$ cat config.mk
export PLATFORM = sky130hd
export DESIGN_NAME = alt_byte_xfer
export DESIGN_NICKNAME = d
export VERILOG_FILES = /design/src/rtl/abx_pkg.sv /design/src/rtl/abx_ctrl.sv /design/src/rtl/abx_agen.sv /design/src/rtl/abx_lane.sv /design/src/rtl/alt_byte_xfer.sv
export SDC_FILE = /design/constraint.sdc
export NUM_CORES = 1
export LEC_CHECK = 0
export ABC_AREA = 1
export BUFFER_PORTS_ARGS = -buffer_cell sky130_fd_sc_hd__clkbuf_2
export CAP_MARGIN = 20
export CORE_ASPECT_RATIO = 0.8
export CORE_UTILIZATION = 29
export DETAILED_ROUTE_END_ITERATION = 10
export HOLD_SLACK_MARGIN = 0.03
export PLACE_DENSITY_LB_ADDON = 0.08
export REMOVE_ABC_BUFFERS = 1
export SLEW_MARGIN = 10
export SYNTH_ARGS = -nofsm -noshare
export SYNTH_HDL_FRONTEND = slang
export SYNTH_SLANG_ARGS = --single-unit
$ cat constraint.sdc
create_clock -name clk -period 3.1 [get_ports clk]
set_input_delay 0.31 -clock clk [delete_from_list [all_inputs] [get_ports clk]]
set_output_delay 0.31 -clock clk [all_outputs]
set_load 0.02 [all_outputs]
$ cat src/rtl/abx_pkg.sv
package abx_pkg;

    typedef enum logic [1:0] {
        ST_IDLE = 2'd0,
        ST_XFER = 2'd1,
        ST_DONE = 2'd2
    } abx_state_e;

    localparam int OP_DIR_BIT  = 7;
    localparam int OP_LONG_BIT = 6;
    localparam int OP_DREG_LSB = 9;
    localparam int OP_AREG_LSB = 0;
    localparam int REG_IDX_W   = 3;

endpackage

$ cat src/rtl/abx_ctrl.sv
module abx_ctrl
    import abx_pkg::*;
#(
    parameter int CNT_W      = 2,
    parameter int WORD_BYTES = 2,
    parameter int LONG_BYTES = 4,
    parameter int COST_W     = 5,
    parameter int WORD_COST  = 16,
    parameter int LONG_COST  = 24
) (
    input  logic                 clk,
    input  logic                 rst_n,
    input  logic                 start,
    input  logic [15:0]          opcode,
    input  logic                 mem_ack,
    output logic [CNT_W-1:0]     idx,
    output logic [CNT_W-1:0]     last_idx,
    output logic                 launch,
    output logic                 step,
    output logic                 dir_q,
    output logic                 long_q,
    output logic [REG_IDX_W-1:0] dsel_q,
    output logic                 busy,
    output logic                 req,
    output logic                 done,
    output logic                 wb_en,
    output logic [COST_W-1:0]    cost
);

    abx_state_e state_q, state_d;
    logic       is_last;

    assign last_idx = long_q ? CNT_W'(LONG_BYTES - 1) : CNT_W'(WORD_BYTES - 1);
    assign is_last  = (idx == last_idx);

    // next-state logic
    always_comb begin
        state_d = state_q;
        unique case (state_q)
            ST_IDLE: if (start)              state_d = ST_XFER;
            ST_XFER: if (mem_ack && is_last) state_d = ST_DONE;
            ST_DONE:                         state_d = ST_IDLE;
            default:                         state_d = ST_IDLE;
        endcase
    end

    // state register
    always_ff @(posedge clk or negedge rst_n) begin
        if (!rst_n) state_q <= ST_IDLE;
        else        state_q <= state_d;
    end

    // outputs
    always_comb begin
        busy   = (state_q != ST_IDLE);
        req    = (state_q == ST_XFER);
        done   = (state_q == ST_DONE);
        launch = (state_q == ST_IDLE) && start;
        step   = (state_q == ST_XFER) && mem_ack;
        wb_en  = done && !dir_q;
        cost   = long_q ? COST_W'(LONG_COST) : COST_W'(WORD_COST);
    end

    // latched fields and byte index
    always_ff @(posedge clk or negedge rst_n) begin
        if (!rst_n) begin
            idx    <= '0;
            dir_q  <= 1'b0;
            long_q <= 1'b0;
            dsel_q <= '0;
        end else if (launch) begin
            idx    <= '0;
            dir_q  <= opcode[OP_DIR_BIT];
            long_q <= opcode[OP_LONG_BIT];
            dsel_q <= opcode[OP_DREG_LSB +: REG_IDX_W];
        end else if (step && !is_last) begin
            idx    <= idx + 1'b1;
        end
    end

endmodule

$ cat src/rtl/abx_agen.sv
module abx_agen #(
    parameter int AW     = 32,
    parameter int DISP_W = 16,
    parameter int CNT_W  = 2
) (
    input  logic              clk,
    input  logic              rst_n,
    input  logic              launch,
    input  logic [AW-1:0]     base,
    input  logic [DISP_W-1:0] disp,
    input  logic [CNT_W-1:0]  idx,
    output logic [AW-1:0]     addr
);

    localparam int EXT_W = AW - DISP_W;

    logic [AW-1:0] ea_q;

    always_ff @(posedge clk or negedge rst_n) begin
        if (!rst_n)      ea_q <= '0;
        else if (launch) ea_q <= base + {{EXT_W{disp[DISP_W-1]}}, disp};
    end

    assign addr = ea_q + AW'({idx, 1'b0});

endmodule

$ cat src/rtl/abx_lane.sv
module abx_lane #(
    parameter int DW    = 32,
    parameter int CNT_W = 2
) (
    input  logic             clk,
    input  logic             rst_n,
    input  logic             launch,
    input  logic             step,
    input  logic             dir_q,
    input  logic             long_q,
    input  logic [DW-1:0]    data_in,
    input  logic [7:0]       rdata,
    input  logic [CNT_W-1:0] idx,
    input  logic [CNT_W-1:0] last_idx,
    output logic [7:0]       wdata,
    output logic [DW-1:0]    result
);

    localparam int HALF = DW / 2;

    logic [DW-1:0]    hold_q;
    logic [DW-1:0]    acc_q;
    logic [CNT_W-1:0] from_low;
    logic [DW-1:0]    shifted;

    always_ff @(posedge clk or negedge rst_n) begin
        if (!rst_n) begin
            hold_q <= '0;
            acc_q  <= '0;
        end else if (launch) begin
            hold_q <= data_in;
            acc_q  <= '0;
        end else if (step) begin
            acc_q  <= {acc_q[DW-9:0], rdata};
        end
    end

    // byte position counted from the least significant end
    assign from_low = last_idx - idx;
    assign shifted  = hold_q >> {from_low, 3'b000};
    assign wdata    = shifted[7:0];

    always_comb begin
        if (dir_q)       result = hold_q;
        else if (long_q) result = acc_q;
        else             result = {hold_q[DW-1:HALF], acc_q[HALF-1:0]};
    end

endmodule

$ cat src/rtl/alt_byte_xfer.sv
module alt_byte_xfer
    import abx_pkg::*;
#(
    parameter int AW        = 32,
    parameter int DW        = 32,
    parameter int DISP_W    = 16,
    parameter int COST_W    = 5,
    parameter int WORD_COST = 16,
    parameter int LONG_COST = 24
) (
    input  logic              clk,
    input  logic              rst_n,
    input  logic              start,
    input  logic [15:0]       opcode,
    input  logic [AW-1:0]     areg_val,
    input  logic [DISP_W-1:0] disp,
    input  logic [DW-1:0]     dreg_val,
    output logic [2:0]        areg_sel,
    output logic              busy,
    output logic              mem_req,
    output logic              mem_we,
    output logic [AW-1:0]     mem_addr,
    output logic [7:0]        mem_wdata,
    input  logic [7:0]        mem_rdata,
    input  logic              mem_ack,
    output logic              done,
    output logic              wb_en,
    output logic [2:0]        wb_sel,
    output logic [DW-1:0]     result,
    output logic [COST_W-1:0] cost
);

    localparam int LONG_BYTES = DW / 8;
    localparam int WORD_BYTES = LONG_BYTES / 2;
    localparam int CNT_W      = $clog2(LONG_BYTES);

    logic [CNT_W-1:0] idx, last_idx;
    logic             launch, step, dir_q, long_q;

    assign areg_sel = opcode[OP_AREG_LSB +: REG_IDX_W];

    abx_ctrl #(
        .CNT_W(CNT_W), .WORD_BYTES(WORD_BYTES), .LONG_BYTES(LONG_BYTES),
        .COST_W(COST_W), .WORD_COST(WORD_COST), .LONG_COST(LONG_COST)
    ) u_ctrl (
        .clk(clk), .rst_n(rst_n), .start(start), .opcode(opcode),
        .mem_ack(mem_ack), .idx(idx), .last_idx(last_idx),
        .launch(launch), .step(step), .dir_q(dir_q), .long_q(long_q),
        .dsel_q(wb_sel), .busy(busy), .req(mem_req), .done(done),
        .wb_en(wb_en), .cost(cost)
    );

    abx_agen #(.AW(AW), .DISP_W(DISP_W), .CNT_W(CNT_W)) u_agen (
        .clk(clk), .rst_n(rst_n), .launch(launch), .base(areg_val),
        .disp(disp), .idx(idx), .addr(mem_addr)
    );

    abx_lane #(.DW(DW), .CNT_W(CNT_W)) u_lane (
        .clk(clk), .rst_n(rst_n), .launch(launch), .step(step),
        .dir_q(dir_q), .long_q(long_q), .data_in(dreg_val),
        .rdata(mem_rdata), .idx(idx), .last_idx(last_idx),
        .wdata(mem_wdata), .result(result)
    );

    assign mem_we = mem_req && dir_q;

endmodule

Word level (Yosys, flattened, before mapping):

Cells that the tools add are included.

* bits in registers: 105
* logic and storage cells: 42

* add/sub/neg operators: 4
* eq/ne operators: 5
* shifts and indexed selects: 1
* multiplexer cells: 11
* reductions and logical operators: 13

Operator list (count)
* $mux 32: 4
* $add 32x3->32: 1
* $add 32x32->32: 1
* $shr 32x5->8: 1
* $mux 2: 5
* $logic_and 1x1->1: 6
* $reduce_bool 2->1: 3
* $mux 4: 1
* $pmux 2 s2: 1
* $add 2x1->2 const B: 1
* $eq 2x1->1 const B: 1
* $eq 2x2->1: 1
* $eq 2x2->1 const B: 1
* $logic_not 1->1: 2
* $logic_not 2->1: 1
* $ne 2x1->1 const B: 1
* $ne 2x2->1 const B: 1
* $reduce_and 2->1: 1
* $sub 2x2->2: 1

Logic depth before layout (Yosys ltp):

Gate-level depths: netlist of the first run.

* word-level depth: 6
* mapped depth: 13
* depth with buffers taken out: 12

Hierarchy:

From an unflattened synthesis of the first run, not the netlist that was laid out.

* cell total of the unflattened synthesis: 1196
* area total of the unflattened synthesis: 7890.1 um^2

By module, submodules not included
* abx_agen: instances 1, cells each 737, area an instance 4299.1 um^2, sequential area each 800.8 um^2
* abx_lane: instances 1, cells each 392, area an instance 3047.9 um^2, sequential area each 1601.5 um^2
* abx_ctrl: instances 1, cells each 62, area an instance 513.0 um^2, sequential area each 225.2 um^2
* alt_byte_xfer: instances 1, cells each 5, area an instance 30.0 um^2, sequential area each 0.0 um^2

Worst setup path after synthesis of the first run:

Ideal clock, no wire load.

* path kind: register -> output
* start: reg u_ctrl.idx[0]
* end: out mem_addr[31]
* data arrival time: 1.805 ns
* data required time: 2.790 ns
* path slack: 0.985 ns
* stages on the path, launching flop included: 11
* path through: dfrtp_1 ha_1 fa_1 nand2_1 nor2_2 nand2_2 nor2_4 nand4_4 nor2_4 nand3_2 xnor2_1

* cells in the longest elaborated chain, start to end: 1

Ends and longest elaborated chain
* from (decl): line abx_ctrl.sv:16 `output logic [CNT_W-1:0] idx,`
* from (signal assigned): line abx_ctrl.sv:77 `idx <= idx + 1'b1;`
* $add 32x3->32: line abx_agen.sv:24 `assign addr = ea_q + AW'({idx, 1'b0});`
* to (decl): line alt_byte_xfer.sv:22 `output logic [AW-1:0] mem_addr,`

Every way passes these cells.

Worst setup path in the final report of the first run:

* start: reg u_ctrl.idx[1]
* end: out mem_addr[20]

Same word-level chain as after synthesis.

==> results of run 1 <==
[power by group]
part / switching [uW] / total [uW] / internal [uW] / leakage, uW
Combinational: 2910 / 4290 / 1380 / 0.00360
Clock: 554 / 1340 / 790 / 0.000162
Sequential: 474 / 2450 / 1980 / 0.00133
Total: 3940 / 8090 / 4150 / 0.00509
[critical path, cell delays in order (launching register included)]
cell,delay [ns]
dfrtp_1,0.44
ha_1,0.30
nand3_1,0.08
nand2_2,0.09
nand3_2,0.15
nor2_2,0.19
nand4_1,0.18
nor2_1,0.20
xor2_1,0.22
clkbuf_2,0.21
[metal layers]
layer	up-vias	global-route usage, %	part of all wire [%]
li1	3897	-	-
met5	-	0	0
met2	140	29.2	44
met3	23	1.71	3.2
met4	0	5.17	1.5
met1	3217	25.7	51
[cell type report]
type / count / area (sq um) / area share [%]
clock inverter: 7 / 119 / 1.29
tap: 351 / 439 / 4.76
timing repair buffer: 189 / 1010 / 10.9
multi-input combinational: 836 / 4190 / 45.4
clock buffer: 9 / 225 / 2.44
inverter: 167 / 627 / 6.79
sequential: 105 / 2630 / 28.5
[worst max path at each step]
stage	to	depth (start not counted)
after floorplan	u_agen.ea_q[19]$_DFFE_PN0P_	5
after global placement	mem_addr[20]	9
after detailed placement	mem_addr[20]	9
after CTS	mem_addr[17]	12
after global routing	mem_addr[29]	11
final	mem_addr[20]	9
[layout by cell type, fill, tap and decap left out, types with 2 or more instances in the layout]
master        n
nor2_1       64
conb_1        4
inv_2         4
a31oi_1       2
xnor2_1      22
fa_1          2
ha_1         33
nand3_2       2
nor2_2        5
bufinv_16     3
nand3_1      54
mux2i_1       8
nor3_2        2
dfrtp_1     105
nand3b_1      2
o21ai_0      68
inv_1       162
clkbuf_2    176
nor3_1       14
buf_12        2
o211ai_1      9
a21oi_1      21
nor2_4        2
or2_2         9
nand2_1     441
o21bai_1      3
nand4_1      10
clkinvlp_4    2
clkbuf_16     9
o22ai_1      25
nand2_2       8
xor2_1       21
buf_4        10
[cell usage after synthesis (2+ instances only)]
cell	n	area [sq um]
nand2_1	442	1660
nand3_2	2	20.0
clkbuf_1	19	71.3
nor2_4	2	22.5
dfrtp_1	105	2630
nor3_1	14	70.1
xnor2_1	22	193
clkinv_1	2	7.51
a31oi_1	2	12.5
o21bai_1	3	22.5
a21oi_1	21	105
xor2_1	21	184
inv_1	162	608
nand3b_1	2	15.0
o211ai_1	9	67.6
or2_2	9	56.3
fa_1	2	40.0
o21ai_0	68	340
nor2_1	64	240
buf_4	9	67.6
nand3_1	54	270
o22ai_1	25	156
conb_1	2	7.51
ha_1	33	413
nor3_2	2	20.0
mux2i_1	8	80.1
inv_2	3	11.3
nand2_2	7	43.8
buf_1	2	7.51
nand4_1	10	62.6
nor2_2	5	31.3
buf_2	8	40.0
[sequential cells by signal, summed over array words and instances, names as in the netlist]
| signal | count |
|---|---|
| u_lane.hold_q | 32 |
| u_ctrl.idx | 2 |
| u_agen.ea_q | 32 |
| u_ctrl.dsel_q | 3 |
| u_ctrl.dir_q | 1 |
| u_ctrl.long_q | 1 |
| u_lane.acc_q | 32 |
| u_ctrl.state_q | 2 |
[cells by family (layout without fill, tap and decap cells)]
family | Yosys count | in the layout | synth area share [%]
AOI/OAI and AO/OA | 130 | 130 | 9.40
xor gates and xnor gates | 43 | 43 | 4.94
adders and majority gates | 35 | 35 | 5.94
buffers and inverters | 206 | 372 | 10.7
DFF | 105 | 105 | 34.5
muxes | 8 | 8 | 1.05
other | 2 | 4 | 0.0985
and+or+nand+nor | 616 | 616 | 33.4
[metrics by stage]
stage	setup slack, ns	power, uW
2_1_floorplan	-0.552	5180
3_3_place_gp	0.739	6820
3_5_place_dp	0.733	6840
4_1_cts	0.339	8210
5_1_grt	0.181	8800
6_report	0.380	8090
[what timing repair did]
action / 4_1_cts / 5_1_grt
setup endpoints to repair: 0 / 0
hold buffers: 1 / 0
setup buffers: 0 / 0
endpoints found under the hold margin: 39 / 0
==> results.md, run 1 <==
* R2r worst-path depth at 6
* Setup CP Type: flip-flop to primary output
* Antenna fix cells at 0
* Hold Path Class: input pin to flip-flop
* 1st-pass router iterations at 5
* Syn_area_per_cell at 6.66 sq um
* Sequential cell area fraction in the yosys report at between 30% and 40%
* Core area at between 20000 and 30000 sq um
* Antenna violations before repair at 0
* CP Launch Type: flip-flop
* Final Critical Period at 2.72 ns
* Setup TNS at 0 ns
* DIE WIDTH at 183 um
* Leakage power at 0.00509 uW
* Hold slack at ~0.13 ns
* # rows at 52
* Global-route wire length before repair at between 30000 and 40000 um
* Cts repair resizes at 0
* P per Cell Area at around 880 nW/um^2
* Synthesized area at 7620 sq um
* Unrepaired setup endpoints after global routing: false
* Drt drc at 0
* Overflow after GRT at 0
* Kind of end point of the critical path: primary output
* Setup Skew at 0.00932 ns
* Drt total wl at between 20000 and 25000 um
* Rel. slew slack at between 60% and 70%
* Synth warn at 0
* Hold Path End: u_lane.hold_q[7]$_DFFE_PN0P_
* Worst endpoint required time at approximately 2.8 ns
* Post-route insts no fill at between 1500 and 2000
* DP Area at ~8900 sq um
* Initial core utilization at ~30%
* Max-Cap Viols at 0
* Detail Route Antenna Nets at 0
* First DRT Iteration DRCs at around 320
* Vias in the first global route at approximately 7200
* Post-Layout Inst Area at approximately 9200 sq um
* Die Span Y at 147 um
* Reg2reg end: u_ctrl.idx[1]$_DFFE_PN0P_
* Number of distinct library cells after synthesis at 38
* Hold path startpoint: dreg_val[7]
* Post-detail-place hpwl at around 18000 um
* WL/cell at between 10 and 15 um
* FMAX at ~370 MHz
* Register-to-Register Setup Slack at roughly 1.2 ns
* Vias/cell at 4.37
* CTS tree: yes
* Fin. max-slew vios at 0
* Clock transition at path regs at approximately 0.08 ns
* Setup Viol. Count Final at 0
* Status: completed
* Async S/R FF share, synth at 100%
* Worst skew pair latency at 0.36 ns
* Peak supply drop at 0.290 mV
* Largest fanout on the critical path at 6
* Worst-case clock buffer depth at 2
* Arr. time, crit path at ~2.4 ns
* Fill cells at approximately 2900
* EDFF count, synth at 0
* Sink Count at 105
* Share of layout cells above drive strength 1 at a little under a fifth
* Final core occ at between 30 and 40%
* Hold path depth at 3
* Num CTS Buffers at 9
* CP Launch Point: u_ctrl.idx[1]$_DFFE_PN0P_
* #FFs+latches synth at approximately 110
* Worst Tran Pin Value at 0.556 ns
* Fin nets at 1451
* All-layer global routing usage at 18.1%
* Largest net degree at the start of global routing at 53
* H-Tree Depth at 3
* Port Buffers at 177
* Vias at between 7000 and 8000
* Total Die Area at around 27000 sq um
* Final Hold Fails at 0
* CTS Root Cell: clkbuf_16
* Placed cells at between 1500 and 2000
* Worst flop-to-flop path startpoint: u_ctrl.state_q[0]$_DFFE_PN0P_
* Post-route clock period utilization at around 88%
* Final GP Congestion at 0.826
* Io pins at 196
* Syn Inst Count at around 1100
* Area growth from synthesis to layout at 21.1%
* Synth Flop Type: dfrtp_1
No activity file was read; power rests on OpenSTA's default activity.
==> run 2: changes to the inputs <==
PLACE_DENSITY_LB_ADDON = unset   (was 0.08)
==> results.md, run 2 (synthesis results as in run 1) <==
* Leakage power at 0.00506 uW (-0.70%)
* Unrepaired setup endpoints after global routing: false
* H-Tree Depth at 3 (unchanged)
* Post-CTS setup buffers at 0 (unchanged)
* Placed cells at 1647 (unchanged)
* Largest fanout on the critical path at 6 (unchanged)
* Antenna violations before repair at 0 (unchanged)
* Sink Count at 105 (unchanged)
* Status: completed
* Final Hold Fails at 0 (unchanged)
* P per Cell Area at 865 nW/um^2 (-1.2%)
* Cell breakdown of the critical path: ha_1 > nand3_1 > nand2_2 > nand3_2 > nor2_2 > nand4_1 > nor2_1 > xor2_1 > clkbuf_2
* Setup Viol. Count Final at 0 (unchanged)
* CP max stage delay at 0.45 ns (about the same)
* Worst endpoint required time at 2.79 ns (about the same)
* CP Launch Type: flip-flop
* CP bufs+invs at 1 (unchanged)
* Worst Setup Slack post-DPL at 0.743 ns (+0.0103 ns)
* Hold Path Class: input pin to async pin
* WL/cell at 13.7 um (-2.0%)
* Largest net degree at the start of global routing at 62 (+17%)
* Cts hold-fix bufs at 0 (-1)
* All-layer global routing usage at 17.2% (-0.89 points)
* Total Die Area at 26900 sq um (unchanged)
* Arr. time, crit path at 2.41 ns (about the same)
* Peak supply drop at 0.372 mV (+28%)
* Vias/cell at 4.47 (+2.1%)
* Max-Cap Viols at 0 (unchanged)
* Share of layout cells above drive strength 1 at 17.9% (-0.14 points)
* Antenna fix cells at 0 (unchanged)
* CP top delay family: simple AND/OR/NAND/NOR gates
* Port Buffers at 177 (unchanged)
* Worst setup margin at 0.375 ns (-0.00417 ns)
* Most common cell after layout, fill and taps aside: nand2_1
* Top Registers: u_agen.ea_q (32), u_lane.acc_q (32), u_lane.hold_q (32)
* Register area at 2630 sq um (unchanged)
* Final GP Congestion at 0.849 (+2.8%)
* Kind of end point of the critical path: primary output
* Worst-case clock buffer depth at 2 (unchanged)
* CTS Root Cell: clkbuf_16
* Most frequent cells in the layout: 441 x nand2_1, 176 x clkbuf_2, 162 x inv_1, 105 x dfrtp_1, 68 x o21ai_0
* Die Span Y at 147 um (unchanged)
* FMAX at 367 MHz (-0.15%)
* CTS tree: yes
* Rel. slew slack at 37.8% (-25 points)
* # rows at 52 (unchanged)
* Io pins at 196 (unchanged)
* Fill cells at 2826 (-1.1%)
* Fin nets at 1450 (-0.069%)
* Slowest stage cell on the critical path: dfrtp_1
* Multi-input gate area at 4190 sq um (unchanged)
* Post-route insts no fill at 1663 (-0.060%)
* Setup Skew at 0.00802 ns (-0.00130 ns)
* Drt total wl at 22800 um (-2.0%)
* Post-detail-place hpwl at 18100 um (-0.29%)
* Cts repair resizes at 0 (unchanged)
* Worst skew pair latency at 0.35 ns (about the same)
* Area growth from synthesis to layout at 20.0%
* Post-route clock period utilization at 87.9% (+0.13 points)
* Overflow after GRT at 0 (unchanged)
* Num CTS Buffers at 9 (unchanged)
* Vias in the first global route at 7053 (-2.1%)
* First DRT Iteration DRCs at 396 (+26%)
* Detail Route Antenna Nets at 0 (unchanged)
* Clock transition at path regs at 0.08 ns (about the same)
* Core area at 25600 sq um (unchanged)
* Setup CP Type: flip-flop to primary output
* 1st-pass router iterations at 5 (unchanged)
* Final Critical Period at 2.72 ns (+0.00418 ns)
* Worst Tran Pin Value at 0.931 ns (+0.375 ns)
* Drt drc at 0 (unchanged)
* Initial core utilization at 29.8% (unchanged)
* Fin. max-slew vios at 0 (unchanged)
* Global-route wire length before repair at 36500 um (-4.1%)
* Vias at 7427 (+2.1%)
* DIE WIDTH at 183 um (unchanged)
## run 2: per-stage QoR
stage	total power, uW	TNS, ns	util [%]	instance area [sq um]	hold WS, ns
after floorplan	5180	-23.75	-	7440	0.0144
after global placement	6760	0	34.6	8850	0.463
after detailed placement	6810	0	34.6	8850	0.467
after CTS	8020	0	35.8	9150	0.0773
after global routing	8570	0	35.8	9150	0.122
final	7920	0	35.8	9150	0.0580
## run 2: layer usage
metal | vias to the layer above | GRT usage (%) | share of wire [%]
met5 | - | 0 | 0
met4 | 0 | 4.58 | 1.4
met3 | 18 | 1.71 | 4.1
met2 | 192 | 27.8 | 44
met1 | 3320 | 24.5 | 50
li1 | 3897 | - | -
## run 2: report_power, final
part / internal, uW / total [uW] / switching, uW
registers: 1980 / 2460 / 485
clock network: 635 / 1180 / 548
logic: 1370 / 4270 / 2910
total: 3980 / 7920 / 3940
## run 2: final timing paths
| check | cells after the start | end | startpoint | slack [ns] |
|---|---|---|---|---|
| worst max-delay path | 9 | mem_addr[18] | u_ctrl.idx[1]$_DFFE_PN0P_ | 0.38 |
| worst min-delay path | 1 | u_lane.hold_q[6]$_DFFE_PN0P_ | rst_n | 0.06 |
| worst max register to register | 8 | u_lane.acc_q[22]$_DFFE_PN0P_ | u_ctrl.state_q[1]$_DFFE_PN0P_ | 1.09 |
| worst min register to register | 2 | u_agen.ea_q[1]$_DFFE_PN0P_ | u_agen.ea_q[1]$_DFFE_PN0P_ | 0.48 |
| max in group asynchronous | 2 | u_agen.ea_q[1]$_DFFE_PN0P_ | rst_n | 2.24 |
| min in group clk | 3 | u_lane.hold_q[4]$_DFFE_PN0P_ | dreg_val[4] | 0.14 |
## run 2: cell type report
cell class                      count  area share (%)
Clock buffer                       11            2.54
Clock inverter                      5           0.711
Sequential cell                   105            28.7
Multi-Input combinational cell    836            45.8
Timing Repair Buffer              188            10.6
Inverter                          167            6.85
Tap cell                          351            4.80
==> run 3: changes to the inputs <==
--- a/config.mk
+++ b/config.mk
@@ -11,2 +11,3 @@
 export CORE_ASPECT_RATIO = 0.8
+export CORE_MARGIN = 5
 export CORE_UTILIZATION = 29
==> constraint.sdc (replaced) <==
create_clock -name clk -period 3.1 [get_ports clk]
set_input_delay 0.465 -clock clk [delete_from_list [all_inputs] [get_ports clk]]
set_output_delay 0.465 -clock clk [all_outputs]
set_load 0.02 [all_outputs]
==> results.md, run 3 (synthesis results as in run 1) <==
* CTS tree: yes
* Vias in the first global route at 7057 (+0.057%)
* Worst endpoint required time at 2.63 ns (-0.16 ns)
* Num CTS Buffers at 9 (unchanged)
* FMAX at 342 MHz (-6.7%)
* Detail Route Antenna Nets at 0 (unchanged)
* Worst skew pair latency at 0.35 ns (about the same)
* Die Span Y at 155 um (+5.4%)
* CTS Root Cell: clkbuf_16
* CP Launch Point: u_ctrl.idx[1]$_DFFE_PN0P_
* Worst-case clock buffer depth at 2 (unchanged)
* Area growth from synthesis to layout at 20.7%
* Worst Tran Pin Value at 0.827 ns (-0.104 ns)
* Hold Path Class: input pin to async pin
* Most frequent cells in the layout: 441 x nand2_1, 176 x clkbuf_2, 162 x inv_1, 105 x dfrtp_1, 68 x o21ai_0
* Vias at 7451 (+0.32%)
* Int Power at 4090 uW (+2.7%)
* Final Critical Period at 2.92 ns (+0.196 ns)
* Fin nets at 1450 (unchanged)
* Final Hold Fails at 0 (unchanged)
* Final GP Congestion at 0.840 (-1.0%)
* Reg2reg end: u_lane.acc_q[4]$_DFFE_PN0P_
* Initial core utilization at 29.3% (-0.56 points)
* Global-route wire length before repair at 36900 um (+0.98%)
* Io pins at 196 (unchanged)
* Post-Layout Inst Area at 9200 sq um (+0.57%)
* Setup crit end: mem_addr[20]
* Rel. slew slack at 44.9% (+7.1 points)
* Fin. max-slew vios at 0 (unchanged)
* All-layer global routing usage at 15.4% (-1.8 points)
* DP Area at 8870 sq um (+0.23%)
* Core area at 26100 sq um (+1.9%)
* Reg power frac at 30.6% (-0.5 points)
* Vias/cell at 4.47 (about the same)
* Port Buffers at 177 (unchanged)
* Largest fanout on the critical path at 6 (unchanged)
* Most common cell after layout, fill and taps aside: nand2_1
* Register-to-Register Setup Slack at 1.01 ns (-0.08 ns)
* Gate power share at 53.6% (-0.4 points)
* 1st-pass router iterations at 4 (-1)
* Arr. time, crit path at 2.46 ns (+0.05 ns)
* Clock transition at path regs at 0.07 ns (about the same)
* Drt total wl at 23300 um (+2.4%)
* DIE WIDTH at 191 um (+4.4%)
* CP Launch Type: flip-flop
* Max-Cap Viols at 0 (unchanged)
* R2r worst-path depth at 7 (-1)
* H-Tree Depth at 3 (unchanged)
* Antenna violations before repair at 0 (unchanged)
* Peak supply drop at 0.351 mV (-5.8%)
* Sw Ratio at 49.2% (-0.52 points)
* Post-route clock period utilization at 94.2% (+6.3 points)
* Setup CP Type: flip-flop to primary output
* Placed cells at 1653 (+0.36%)
* Setup Skew at 0.00867 ns (+0.000656 ns)
* Top Registers: u_agen.ea_q (32), u_lane.acc_q (32), u_lane.hold_q (32)
* WL/cell at 14.0 um (+2.1%)
* Drt drc at 0 (unchanged)
* Kind of end point of the critical path: primary output
* Clk pwr share at 15.8% (+0.9 points)
* Sink Count at 105 (unchanged)
* Overflow after GRT at 0 (unchanged)
* Largest net degree at the start of global routing at 81 (+31%)
* Status: completed
* Antenna fix cells at 0 (unchanged)
* Psw at 3960 uW (+0.62%)
* Post-route insts no fill at 1668 (+0.30%)
* Share of layout cells above drive strength 1 at 18.0% (+0.090 points)
* P per Cell Area at 875 nW/um^2 (+1.1%)
* Post-detail-place hpwl at 18500 um (+2.0%)
* First DRT Iteration DRCs at 344 (-13%)
* Unrepaired setup endpoints after global routing: false
* Leakage power at 0.00509 uW (+0.54%)
* Worst flop-to-flop path startpoint: u_ctrl.state_q[0]$_DFFE_PN0P_
* Setup Viol. Count Final at 0 (unchanged)
* Final core occ at 35.3% (-0.47 points)
* Total Die Area at 29700 sq um (+10%)
* # rows at 53 (+1.9%)
* Hold slack at 0.116 ns (+0.0585 ns)
[run 3: cell type report]
type,count,area [sq um]
clock buffers,10,239
clock inverters,5,86.3
fillers,2828,16900
inverters,167,627
multi-input cells,836,4190
flip-flops and latches,105,2630
well taps,357,447
repair buffers,188,983
[run 3: worst min path at each step]
stage | from | end | slack, ns | cells past startpoint
2_1_floorplan | rst_n | u_agen.ea_q[0]$_DFFE_PN0P_ | 0.17 | 0
3_3_place_gp | u_agen.ea_q[0]$_DFFE_PN0P_ | u_agen.ea_q[0]$_DFFE_PN0P_ | 0.47 | 2
3_5_place_dp | u_ctrl.dsel_q[2]$_DFFE_PN0P_ | u_ctrl.dsel_q[2]$_DFFE_PN0P_ | 0.47 | 2
4_1_cts | rst_n | u_lane.hold_q[2]$_DFFE_PN0P_ | 0.14 | 1
5_1_grt | rst_n | u_lane.hold_q[2]$_DFFE_PN0P_ | 0.16 | 1
6_report | rst_n | u_lane.hold_q[2]$_DFFE_PN0P_ | 0.12 | 1
[run 3: what timing repair did]
item	in CTS	in global routing
buffers inserted	0	0
gates resized for setup	0	1
hold buffers	0	0
setup endpoints to repair	0	1
[run 3: critical path, stage by stage, from the launching register on]
cell and delay [ns]:
dfrtp_1 0.45, ha_1 0.31, nand3_1 0.08, nand2_2 0.09, nand3_2 0.16, nor2_4 0.16, nand4_1 0.17, nor2_1 0.18
xor2_1 0.29, clkbuf_2 0.23
[run 3: stage by stage]
| step | worst slack [ns] | TNS, ns | total power (uW) |
|---|---|---|---|
| global route | 0.0112 | 0 | 8690 |
| global placement | 0.582 | 0 | 6790 |
| finish | 0.180 | 0 | 8050 |
| CTS | 0.160 | 0 | 8140 |
| floorplan | -0.577 | -25.16 | 5180 |
| detailed placement | 0.552 | 0 | 6840 |
[run 3: power by group through the flow]
| stage | registers, uW | clock network [uW] | logic [uW] |
|---|---|---|---|
| after global placement | 2470 | 0 | 4330 |
| after floorplan | 2450 | 0 | 2730 |
| after global routing | 2540 | 1360 | 4790 |
| after CTS | 2460 | 1320 | 4370 |
| final | 2460 | 1280 | 4320 |
| after detailed placement | 2480 | 0 | 4360 |
[run 3: layer usage]
layer | GRT usage [%] | routed length [um] | vias to the layer above
li1 | - | - | 3890
met2 | 24.2 | 10200 | 201
met4 | 4.92 | 513 | 0
met5 | 0 | 0 | -
met1 | 22.0 | 11200 | 3329
met3 | 2.24 | 1410 | 31
